## src/rtl/intarb_pkg.sv

```systemverilog
package intarb_pkg;
  localparam logic [1:0] LV_NONE = 2'd0;
  localparam logic [1:0] LV_LOW  = 2'd1;
  localparam logic [1:0] LV_HIGH = 2'd2;
  localparam logic [1:0] LV_TOP  = 2'd3;
endpackage

```

## src/rtl/intarb_level_map.sv

```systemverilog
module intarb_level_map
  import intarb_pkg::*;
#(
  parameter int N_VEC = 10,
  parameter int N_TOP = 2
) (
  input  logic [N_VEC-1:0]      lvl_sel,
  output logic [N_VEC-1:0][1:0] line_lvl
);
  for (genvar i = 0; i < N_VEC; i++) begin : g_line
    if (i < N_TOP) begin : g_top_tier
      assign line_lvl[i] = lvl_sel[i] ? LV_TOP : LV_LOW;
    end else begin : g_high_tier
      assign line_lvl[i] = lvl_sel[i] ? LV_HIGH : LV_LOW;
    end
  end
endmodule

```

## src/rtl/intarb_select.sv

```systemverilog
module intarb_select #(
  parameter int N_VEC = 10,
  parameter int IDX_W = 4
) (
  input  logic [N_VEC-1:0]      req,
  input  logic [N_VEC-1:0][1:0] line_lvl,
  input  logic [1:0]            floor_lvl,
  output logic                  hit,
  output logic [IDX_W-1:0]      win_idx,
  output logic [1:0]            win_lvl
);
  logic [N_VEC-1:0] elig;

  for (genvar i = 0; i < N_VEC; i++) begin : g_elig
    assign elig[i] = req[i] && (line_lvl[i] > floor_lvl);
  end

  // scan from the highest index down; ">=" lets a lower index take a tie
  always_comb begin
    hit     = 1'b0;
    win_idx = '0;
    win_lvl = 2'd0;
    for (int i = N_VEC - 1; i >= 0; i--) begin
      if (elig[i] && (line_lvl[i] >= win_lvl)) begin
        hit     = 1'b1;
        win_idx = IDX_W'(i);
        win_lvl = line_lvl[i];
      end
    end
  end
endmodule

```

## src/rtl/intarb_stack.sv

```systemverilog
module intarb_stack #(
  parameter int DEPTH = 3,
  parameter int CNT_W = 2
) (
  input  logic       clk,
  input  logic       rst_n,
  input  logic       push,
  input  logic       pop,
  input  logic [1:0] din,
  output logic [1:0] top_lvl
);
  localparam logic [CNT_W-1:0] FULL = CNT_W'(DEPTH);
  localparam logic [CNT_W-1:0] ONE  = CNT_W'(1);

  logic [DEPTH-1:0][1:0] mem_q, mem_n;
  logic [CNT_W-1:0]      cnt_q, cnt_n;
  logic                  en;

  always_comb begin
    mem_n = mem_q;
    cnt_n = cnt_q;
    if (push && pop && (cnt_q != '0)) begin
      mem_n[cnt_q - ONE] = din;
    end else if (push && (cnt_q < FULL)) begin
      mem_n[cnt_q] = din;
      cnt_n        = cnt_q + ONE;
    end else if (pop && (cnt_q != '0)) begin
      mem_n[cnt_q - ONE] = 2'd0;
      cnt_n              = cnt_q - ONE;
    end
  end

  assign en = push | pop;

  always_ff @(posedge clk or negedge rst_n) begin
    if (!rst_n) begin
      mem_q <= '0;
      cnt_q <= '0;
    end else if (en) begin
      mem_q <= mem_n;
      cnt_q <= cnt_n;
    end
  end

  assign top_lvl = (cnt_q == '0) ? 2'd0 : mem_q[cnt_q - ONE];
endmodule

```

## src/rtl/intarb_top.sv

```systemverilog
module intarb_top #(
  parameter int N_VEC    = 10,
  parameter int N_TOP    = 2,
  parameter int DEPTH    = 3,
  parameter int ADDR_W   = 20,
  parameter int VEC_BASE = 3,
  parameter int VEC_STEP = 8
) (
  input  logic              clk,
  input  logic              rst_n,
  input  logic [N_VEC-1:0]  irq_in,
  input  logic [N_VEC-1:0]  lvl_sel,
  input  logic              int_ack,
  input  logic              int_ret,
  output logic              int_req,
  output logic [ADDR_W-1:0] int_vec,
  output logic [1:0]        int_lvl,
  output logic [1:0]        act_lvl
);
  localparam int IDX_W = (N_VEC > 1) ? $clog2(N_VEC) : 1;
  localparam int CNT_W = $clog2(DEPTH + 1);

  logic [N_VEC-1:0][1:0] line_lvl;
  logic                  hit;
  logic [IDX_W-1:0]      win_idx;
  logic [1:0]            win_lvl;
  logic [1:0]            top_lvl;
  logic                  take;

  logic                  pres_q, pres_n;
  logic [ADDR_W-1:0]     addr_q, addr_n;
  logic [1:0]            lvl_q, lvl_n;
  logic                  load_en;

  intarb_level_map #(.N_VEC(N_VEC), .N_TOP(N_TOP)) u_map (
    .lvl_sel  (lvl_sel),
    .line_lvl (line_lvl)
  );

  intarb_select #(.N_VEC(N_VEC), .IDX_W(IDX_W)) u_sel (
    .req       (irq_in),
    .line_lvl  (line_lvl),
    .floor_lvl (top_lvl),
    .hit       (hit),
    .win_idx   (win_idx),
    .win_lvl   (win_lvl)
  );

  assign take = pres_q & int_ack;

  intarb_stack #(.DEPTH(DEPTH), .CNT_W(CNT_W)) u_stk (
    .clk     (clk),
    .rst_n   (rst_n),
    .push    (take),
    .pop     (int_ret),
    .din     (lvl_q),
    .top_lvl (top_lvl)
  );

  always_comb begin
    pres_n = pres_q;
    addr_n = addr_q;
    lvl_n  = lvl_q;
    if (pres_q) begin
      if (int_ack) pres_n = 1'b0;
    end else if (hit) begin
      pres_n = 1'b1;
      addr_n = ADDR_W'(VEC_BASE) + ADDR_W'(VEC_STEP) * ADDR_W'(win_idx);
      lvl_n  = win_lvl;
    end
  end

  assign load_en = take | (~pres_q & hit);

  always_ff @(posedge clk or negedge rst_n) begin
    if (!rst_n) begin
      pres_q <= 1'b0;
      addr_q <= '0;
      lvl_q  <= 2'd0;
    end else if (load_en) begin
      pres_q <= pres_n;
      addr_q <= addr_n;
      lvl_q  <= lvl_n;
    end
  end

  assign int_req = pres_q;
  assign int_vec = addr_q;
  assign int_lvl = lvl_q;
  assign act_lvl = top_lvl;
endmodule

```

## config.mk

```make
export PLATFORM = sky130hd
export DESIGN_NAME = intarb_top
export DESIGN_NICKNAME = d
export VERILOG_FILES = /design/src/rtl/intarb_pkg.sv /design/src/rtl/intarb_level_map.sv /design/src/rtl/intarb_select.sv /design/src/rtl/intarb_stack.sv /design/src/rtl/intarb_top.sv
export SDC_FILE = /design/constraint.sdc
export NUM_CORES = 1
export LEC_CHECK = 0
export ABC_AREA = 1
export BUFFER_PORTS_ARGS = -buffer_cell sky130_fd_sc_hd__buf_2
export CORE_AREA = 2 2 67 69
export DETAILED_ROUTE_END_ITERATION = 8
export DIE_AREA = 0 0 69 71
export HOLD_SLACK_MARGIN = 0.1
export PLACE_DENSITY = 0.86
export SLEW_MARGIN = 25
export SYNTH_ARGS = -nofsm -noshare
export SYNTH_HDL_FRONTEND = slang
export SYNTH_SLANG_ARGS = --single-unit
```

## constraint.sdc

```tcl
create_clock -name clk -period 16.7 [get_ports clk]
set_input_delay 1.67 -clock clk [delete_from_list [all_inputs] [get_ports clk]]
set_output_delay 1.67 -clock clk [all_outputs]
set_load 0.02 [all_outputs]
```

==> flow_metrics.tcl <==
set metrics [dict create \
    n_antenna_cell 0 \
    grt_overflow 0 \
    ant_nets 0 \
    syn_area_per_cell_um2 7.02 \
    critical_path.most_common_cell "sky130_fd_sc_hd__nand2_1" \
    layout-area-overhead-vs-synth_pct 9.14 \
    clk-insertion-delay-late_ns 0.26 \
    wire_length_of_the_first_global_routing_pass_um 8120 \
    cts_repair_resize_count 0 \
    crit_path_max_incr_delay_ns 0.51 \
    reg2reg_setup_slack_ns 5.85 \
    core-area_um2 4200 \
    avgViaCountPerCell 5.19 \
    drt_wl_total_um 4680 \
    placement_rows 24 \
    worstReg2RegStart "u_stk.cnt_q[0]" \
    peak_clock_frequency_supported_by_timing_ghz 0.0922 \
    setup_violations 0 \
    share_of_post_route_cells_with_drive_strength_above_1_pct 22.2 \
    htreeDepth 1 \
    place_congestion 0.849 \
    outcome "finished, final reports clean" \
    portBuffers 34 \
    die_area_um2 4900 \
    final_cell_mix "sky130_fd_sc_hd__nand2_1, sky130_fd_sc_hd__inv_1, sky130_fd_sc_hd__buf_2" \
    die_h_um 71 \
    min-delay-start "int_vec[1]" \
    maxSlewViolCount 0 \
    cpMaxStageDelayCell "sky130_fd_sc_hd__dfrtp_1" \
    pin_count 49 \
    synth_cell_type_count 37 \
    reg2regPathDepth 76 \
    hold_crit_class "reg2reg" \
    clock_skew_ns 0.00320 \
    delay_heaviest_family_cp "simple AND/OR/NAND/NOR gates" \
    holdPathStages 2 \
    ctsHoldBuffers 0 \
    critical_path_peak_fanout 10 \
    tritoncts.num_buffers 3 \
    detailedPlacementHpwl_um 3830 \
    worst_r2r_endpoint "int_req" \
    setup.worst_path.end_class "flip-flop" \
    clk_pin_slew_ns 0.06 \
    grt_use_total_pct 19.7 \
    timing.final.crit_period_ns 10.85 \
    crit_arrival_ns 10.99 \
    clock_sinks 16 \
    period_share_pct 65.0 \
    drt_drc_violations_left 0 \
    worstSetupPathType "reg2reg" \
    timing_hold_violations_final 0 \
    timing.setup.tns_ns 0 \
    dr.pass1.iters 4 \
    mostFrequentLayoutCell "sky130_fd_sc_hd__nand2_1" \
    floorplan.initialDensity_pct 53.1 \
    grt_setup_unrepaired "no" \
    critical_path_buf_inv_count 14 \
    routedWlPerCell_um 11.6 \
    grt_max_degree 17 \
    max-clock-path-buffers 2 \
    tritoncts_clock_tree "built" \
    min_to "int_vec[1]" \
    grt_antenna_before_repair 0 \
    first_iter_violations 87 \
    synthesized_flop_and_latch_total 16 \
    syn_area_um2 2230 \
    first_global_vias 1986 \
    cts-root-buf "sky130_fd_sc_hd__clkbuf_8" \
    post-cts-setup-buffers 0 \
    num_vias 2097 \
    floorplan.die.width_um 69 \
    worstSetupStartpointType "flip-flop" \
    layout_net_count 405 \
    synth.yosys.seq_area_share_pct 17.9 \
    worstPathRequired_ns 16.84 \
    synth_cells 318 \
    ys.warnings.count 0 \
    timing.max_cap.violations 0 \
]
## area by class of cell
cell class | instances | area [um^2]
multi-input cells | 235 | 1510
flip-flops and latches | 16 | 400
fillers | 410 | 1770
well taps | 52 | 65.1
inverters | 63 | 239
clock buffers | 4 | 55.1
repair buffers | 34 | 170
## synth_stat cells (all sizes together)
master   number  area [um^2]
ha           28          350
a21oi        13         65.1
a31oi         3         18.8
nand4         9         86.3
o2111ai       1         15.0
inv          63          239
nor3          3         26.3
dfrtp        16          400
o22ai         2         12.5
o211ai        2         15.0
o21ai        19         98.9
o2bb2ai       1         8.76
nand3        26          180
o21a          2         15.0
o221ai        5         43.8
a21boi        1         7.51
conb          1         3.75
nor2         14         55.1
nand2        86          413
or2           3         18.8
xor2          1         8.76
a211oi        1         7.51
buf          17          135
a22oi         1         7.51
## through the flow
step           instances  area (um^2)  setup WS (ns)  hold WS [ns]  utilization [%]
3_5_place_dp         400         2380           5.74         0.461             56.6
3_3_place_gp         400         2380           6.14         0.454             56.6
5_1_grt              404         2440           4.58         0.499             57.9
2_1_floorplan        331         2280           6.67         0.515                -
6_report             404         2440           5.85         0.473             57.9
4_1_cts              404         2440           5.84         0.477             57.9
## how the worst max path moves through the flow
stage | from | endpoint | slack, ns | cells after the start
after floorplan | u_stk.cnt_q[0] | int_lvl[1] | 6.67 | 79
after global placement | lvl_sel[9] | int_req | 6.14 | 70
after detailed placement | lvl_sel[9] | int_vec[3] | 5.74 | 72
after CTS | u_stk.cnt_q[0] | int_req | 5.84 | 76
after global routing | u_stk.cnt_q[0] | int_lvl[0] | 4.58 | 78
final | u_stk.cnt_q[0] | int_req | 5.85 | 76
## layer usage
metal	routed length [um]	track usage, %
met2	2310	35.0
met3	209	2.56
met5	0	0
met4	118	9.59
met1	2040	23.6
## worst reg2reg max path, delay by kind of cell (launching register included)
kind                     cells  cell delay [ns]
AO/OA/AOI/OAI               17             2.60
adder cells (fa/ha/maj)     11             3.06
buffers and inverters       14             1.22
flip-flops                   1             0.51
AND/OR/NAND/NOR             34             3.34
## state kept, by name (all words and copies together) (netlist names)
signal and flops:
u_stk.mem_q 6, int_vec 5, int_lvl 2, u_stk.cnt_q 2, int_req 1
## cell families after synthesis
group	after synthesis	share of synthesized area (%)
fa+ha+maj	28	15.7
buf+inv	80	16.8
other cells	1	0.168
simple gates	141	34.9
compound gates	51	14.1
xor+xnor	1	0.392
flops	16	17.9
Power is not shown: default switching activity piles up to over one toggle a cycle in this logic, so the estimate is an artifact.
